<file path="config.mk">
export PLATFORM = sky130hd
export DESIGN_NAME = tdc_status_ctrl
export DESIGN_NICKNAME = d
export VERILOG_FILES = /design/src/rtl/tdc_pkg.sv /design/src/rtl/tdc_sync.sv /design/src/rtl/tdc_pwrup_fsm.sv /design/src/rtl/tdc_ctrl_reg.sv /design/src/rtl/tdc_status_ctrl.sv
export SDC_FILE = /design/constraint.sdc
export NUM_CORES = 1
export LEC_CHECK = 0
export ABC_AREA = 1
export BUFFER_PORTS_ARGS = -buffer_cell sky130_fd_sc_hd__buf_2
export CAP_MARGIN = 20
export CORE_MARGIN = 3
export CORE_UTILIZATION = 55
export DETAILED_ROUTE_END_ITERATION = 6
export PLACE_DENSITY = 0.76
export SLEW_MARGIN = 20
export SYNTH_ARGS = -nofsm -noshare
export SYNTH_HDL_FRONTEND = slang
export SYNTH_SLANG_ARGS = --single-unit
</file>
<file path="constraint.sdc">
create_clock -name clk -period 4.7 [get_ports clk]
set_clock_uncertainty 0.2 [all_clocks]
set_input_delay 0.705 -clock clk [delete_from_list [all_inputs] [get_ports clk]]
set_output_delay 0.705 -clock clk [all_outputs]
set_load 0.02 [all_outputs]
</file>
<file path="src/rtl/tdc_pkg.sv">
package tdc_pkg;

    // Power-up sequencer states
    typedef enum logic [0:0] {
        PWR_WAIT  = 1'b0,
        PWR_READY = 1'b1
    } pwr_state_e;

    // Bit positions inside the status/control byte (decoded by software)
    localparam int unsigned BIT_PIN_STATE  = 7;
    localparam int unsigned BIT_SOFT_DIS   = 6;
    localparam int unsigned BIT_RSVD       = 5;
    localparam int unsigned BIT_FIXED_ONE  = 4;
    localparam int unsigned BIT_SCRATCH    = 3;
    localparam int unsigned BIT_FIXED_ZERO = 2;
    localparam int unsigned BIT_SD_STATE   = 1;
    localparam int unsigned BIT_RDY_N      = 0;

endpackage

</file>
<file path="src/rtl/tdc_sync.sv">
module tdc_sync #(
    parameter int unsigned STAGES  = 2,
    parameter logic        RST_VAL = 1'b0
) (
    input  logic clk,
    input  logic rst_n,
    input  logic d_in,
    output logic q_out
);

    logic [STAGES-1:0] chain;

    generate
        for (genvar g = 0; g < STAGES; g++) begin : g_stage
            if (g == 0) begin : g_first
                always_ff @(posedge clk or negedge rst_n) begin
                    if (!rst_n) chain[0] <= RST_VAL;
                    else        chain[0] <= d_in;
                end
            end else begin : g_next
                always_ff @(posedge clk or negedge rst_n) begin
                    if (!rst_n) chain[g] <= RST_VAL;
                    else        chain[g] <= chain[g-1];
                end
            end
        end
    endgenerate

    assign q_out = chain[STAGES-1];

endmodule

</file>
<file path="src/rtl/tdc_pwrup_fsm.sv">
module tdc_pwrup_fsm
    import tdc_pkg::*;
#(
    parameter int unsigned PWRUP_CYCLES = 10_000_000
) (
    input  logic clk,
    input  logic rst_n,
    output logic rdy_n
);

    localparam int unsigned CW = $clog2(PWRUP_CYCLES + 1);
    localparam logic [CW-1:0] LAST = CW'(PWRUP_CYCLES - 1);

    pwr_state_e state_q, state_d;
    logic [CW-1:0] cnt_q;
    logic          at_last;

    assign at_last = (cnt_q == LAST);

    // state register
    always_ff @(posedge clk or negedge rst_n) begin
        if (!rst_n) state_q <= PWR_WAIT;
        else        state_q <= state_d;
    end

    // cycle counter, only runs while waiting
    always_ff @(posedge clk or negedge rst_n) begin
        if (!rst_n)                                 cnt_q <= '0;
        else if (state_q == PWR_WAIT && !at_last)   cnt_q <= cnt_q + 1'b1;
    end

    // next state and outputs
    always_comb begin
        state_d = state_q;
        rdy_n   = 1'b1;
        unique case (state_q)
            PWR_WAIT: begin
                rdy_n = 1'b1;
                if (at_last) state_d = PWR_READY;
            end
            PWR_READY: begin
                rdy_n = 1'b0;
            end
            default: begin
                rdy_n   = 1'b1;
                state_d = PWR_WAIT;
            end
        endcase
    end

endmodule

</file>
<file path="src/rtl/tdc_ctrl_reg.sv">
module tdc_ctrl_reg
    import tdc_pkg::*;
(
    input  logic       clk,
    input  logic       rst_n,
    input  logic       wr_en,
    input  logic       wr_sel,
    input  logic [7:0] wr_data,
    output logic       soft_dis,
    output logic       scratch
);

    logic wr_hit;
    assign wr_hit = wr_en && wr_sel;

    always_ff @(posedge clk or negedge rst_n) begin
        if (!rst_n) begin
            soft_dis <= 1'b0;
            scratch  <= 1'b0;
        end else if (wr_hit) begin
            soft_dis <= wr_data[BIT_SOFT_DIS];
            scratch  <= wr_data[BIT_SCRATCH];
        end
    end

endmodule

</file>
<file path="src/rtl/tdc_status_ctrl.sv">
module tdc_status_ctrl
    import tdc_pkg::*;
#(
    parameter int unsigned PWRUP_CYCLES = 10_000_000,
    parameter int unsigned SYNC_STAGES  = 2
) (
    input  logic       clk,
    input  logic       rst_n,
    input  logic       dis_pin,
    input  logic       sig_detect,
    input  logic       wr_en,
    input  logic       wr_sel,
    input  logic [7:0] wr_data,
    output logic [7:0] rd_data,
    output logic       tx_disable
);

    logic pin_s, sd_s, rdy_n, soft_dis, scratch;

    // pin synchronizer presets to "disabled", like an undriven pulled-up pin
    tdc_sync #(.STAGES(SYNC_STAGES), .RST_VAL(1'b1)) u_pin_sync (
        .clk(clk), .rst_n(rst_n), .d_in(dis_pin), .q_out(pin_s)
    );

    tdc_sync #(.STAGES(SYNC_STAGES), .RST_VAL(1'b0)) u_sd_sync (
        .clk(clk), .rst_n(rst_n), .d_in(sig_detect), .q_out(sd_s)
    );

    tdc_pwrup_fsm #(.PWRUP_CYCLES(PWRUP_CYCLES)) u_pwrup (
        .clk(clk), .rst_n(rst_n), .rdy_n(rdy_n)
    );

    tdc_ctrl_reg u_reg (
        .clk(clk), .rst_n(rst_n), .wr_en(wr_en), .wr_sel(wr_sel),
        .wr_data(wr_data), .soft_dis(soft_dis), .scratch(scratch)
    );

    assign tx_disable = pin_s | soft_dis;

    always_comb begin
        rd_data                 = '0;
        rd_data[BIT_PIN_STATE]  = pin_s;
        rd_data[BIT_SOFT_DIS]   = soft_dis;
        rd_data[BIT_RSVD]       = 1'b0;
        rd_data[BIT_FIXED_ONE]  = 1'b1;
        rd_data[BIT_SCRATCH]    = scratch;
        rd_data[BIT_FIXED_ZERO] = 1'b0;
        rd_data[BIT_SD_STATE]   = ~sd_s;
        rd_data[BIT_RDY_N]      = rdy_n;
    end

endmodule

</file>
==> impl_metrics.csv <==
group,metric,value,unit
cts,number_of_post_cts_setup_repair_buffers,0,
critical_path,crit-reg2reg-launch,"u_pwrup.cnt_q[0]",
synthesis,synthCells,247,
floorplanning,placementRows,20,
finish,post_route_cells_drive_above_1_share,13.1,%
hold_path,min-delay-path-class,"reg2reg",
routing,detailroute.via_count,1461,
timing,layout_min_cycle_time,2.20,ns
synthesis,yosys_most_used_dff,"dfrtp_1",
timing,setup_violations,0,
outcome,status,"finished clean",
power_and_ir_drop,finalPower,0.476,mW
floorplanning,die_y,63.4,microns
critical_path,end_kind,"flop",
finish,fillerInstances,290,
synthesis,synth-warning-count,0,
finish,finalInstanceArea,1920,sq um
placed_design,placedInstanceArea,1850,sq um
routing,drt_first_iter_violations,100,
floorplanning,floorplan.die.width,63.4,microns
cts,clkSlewWorstSetupHoldPaths,0.10,ns
job,cap_viol_max_count,0,
routing,final_antenna_net_count,0,
synthesis,avg_synthesized_cell_area,7.32,sq um
floorplanning,num_io_pins,23,
synthesis,post_synth_fa_ha_maj_area_fraction,0.692,%
placed_design,detailedPlacementHpwl,2470,microns
synthesis,synthXorXnorAreaFrac,6.78,%
global_routing,grt.overflow.total,0,
power_and_ir_drop,peak_supply_drop,0.169,mV
synthesis,synth.cell_area,1810,sq um
timing,final_hold_viol_count,0,
synthesis,synth.top_cells.by_count,"nand2_1 (102), nor2_1 (33), dfrtp_1 (29)",
cts,cts_tree,"built",
synthesis,synth_area_leaders,"dfrtp_1 (40%), nand2_1 (21%), nor2_1 (6.8%)",
cts,ctsRootBufferMaster,"clkbuf_4",
critical_path,worst_ep_arrival_time,2.23,ns
timing,worst_slew_pin_slew,0.679,ns
cts,numCtsBuffers,5,
cts,ctsResizeCount,0,
synthesis,ys_ff_latch,31,
synthesis,combinational_family_with_the_most_area_after_synthesis,"simple AND/OR/NAND/NOR gates",
timing,grt_setup_unrepaired,"no",
finish,insertedDiodeCount,0,
finish,final_core_utilization,61.9,%
global_routing,initial_antenna_violation_count,0,
routing,route.detailed.wl_per_inst,11.3,microns
hold_path,hold_path_startpoint,"u_pin_sync.chain[0]",
critical_path,largest_fanout_on_the_critical_path,23,
timing,fmaxAchievable,455,MHz
critical_path,crit_path_start_kind,"flop",
synthesis,yosys.area_share.simple,37.8,%
synthesis,area_fraction_in_compound_gates_after_synthesis,1.59,%
placed_design,gpl.final_weighted_congestion,0.895,
power_and_ir_drop,pwr_density_cell,248,nW/um^2
routing,dr_vias_cell,4.82,
timing,min_period_over_period,46.8,%
critical_path,critical_path_class,"reg2reg",
timing,final-max-slew-violation-count,0,
global_routing,grt_pass1_wl,6180,microns
cts,cts_max_path_buffers,2,
finish,net_total_in_the_final_layout,273,
synthesis,count_of_flip_flops_with_a_built_in_enable_after_synthesis,0,
cts,worst_skew_pair.late_latency,0.33,ns
power_and_ir_drop,power.static_leakage,0.888,nW
timing,setup-tns-final,0,ns
routing,route.detailed.drc,0,
synthesis,synth.distinct_cells,26,
synthesis,netlist.top_cell.by_area,"dfrtp_1",
cts,sinks_on_the_clock_net,31,
synthesis,post_synth_mux_area_share,1.24,%
timing,relSlewSlack,54.7,%
critical_path,crit_required,4.73,ns
synthesis,synth-async-reset-ratio,100,%
cts,cts.htree.levels,2,
floorplanning,start_util,58.3,%
placed_design,port_buffers,13,
global_routing,first_global_vias,1404,
critical_path,crit_path_start,"u_pwrup.cnt_q[0]",
global_routing,grt_start_max_net_pins,32,
finish,areaGrowthSynthToFinish,6.09,%
routing,drt_first_pass_iters,4,
routing,total_length_of_routed_wires,3440,microns
cts,ctsHoldBuffers,0,
synthesis,yosysMostFrequentCell,"nand2_1",
floorplanning,core,3100,sq um
synthesis,synth_sequential_area_ratio,43.0,%
floorplanning,die_area,4010,sq um
global_routing,grt_util_all_layers,20.0,%
synthesis,synth.top_cell.area_share,40.1,%
## report_power, final
| part | switching [mW] | internal (mW) |
|---|---|---|
| sequential | 0.00175 | 0.271 |
| clock | 0.0910 | 0.0880 |
| combinational | 0.0157 | 0.00766 |
## flip-flops by register name (all words and copies together) (netlist names)
name	flops
u_sd_sync.q_out	1
u_pin_sync.chain	1
u_reg.scratch	1
u_pwrup.cnt_q	24
u_pwrup.state_q	1
u_reg.soft_dis	1
u_sd_sync.chain	1
u_pin_sync.q_out	1
## per-layer routing
layer	wire length, microns	part of all wire, %	GRT usage, %
met1	1700	49	25.7
met2	1540	45	30.0
met3	143	4.2	7.13
met4	59	1.7	9.70
met5	0	0	0
## cell type report
type / count / area, sq um / share of cell area [%]
multi-input combinational: 189 / 882 / 46.0
sequential: 31 / 778 / 40.5
inverter: 18 / 70.1 / 3.65
clock buffer: 8 / 68.8 / 3.59
timing repair buffer: 13 / 65.1 / 3.39
tap: 44 / 55.1 / 2.87
## path summary, 6_finish.rpt
| kind | end | slack, ns | cells past startpoint |
|---|---|---|---|
| max | u_pwrup.cnt_q[23] | 2.50 | 10 |
| min | u_pin_sync.q_out | 0.16 | 0 |
| max reg2reg | u_pwrup.cnt_q[23] | 2.50 | 10 |
| min reg2reg | u_pin_sync.q_out | 0.16 | 0 |
| max in group asynchronous | u_pwrup.cnt_q[21] | 3.66 | 1 |
| min in group asynchronous | u_reg.scratch | 0.20 | 1 |
## worst max-delay path, cell delays in order, from the launching register on
cell	delay, ns
dfrtp_1	0.42
ha_1	0.29
nand3_2	0.14
nor2_4	0.23
inv_2	0.05
nor2_2	0.12
nand2_2	0.11
nand2_4	0.24
inv_4	0.14
nand2_1	0.09
nand2_1	0.05
## through the flow
step	worst slack (ns)	hold WS, ns	cells
after floorplan	2.89	0.131	248
after detailed placement	2.50	0.138	295
final	2.50	0.160	303
after global placement	2.51	0.132	295
after global routing	2.26	0.167	303
after CTS	2.48	0.161	303
## logic make-up after synthesis
logic type                 count (synthesis)
AOI/OAI and AO/OA                          5
xor gates and xnor gates                  14
adders and majority gates                  1
buffers and inverters                     28
DFF                                       31
muxes                                      2
other                                      2
and+or+nand+nor                          164
## placed cells by master (no fill, tap or decap), types with 3 or more instances in the layout
cell type and n:
dfrtp_1 29, clkbuf_4 5, nand3_1 15, nor2_1 33, nand3b_1 3, xor2_1 4, o21ai_0 4, xnor2_1 10
buf_2 13, inv_1 16, conb_1 3, nand2_1 102
Power figures use the tool's default switching activity.
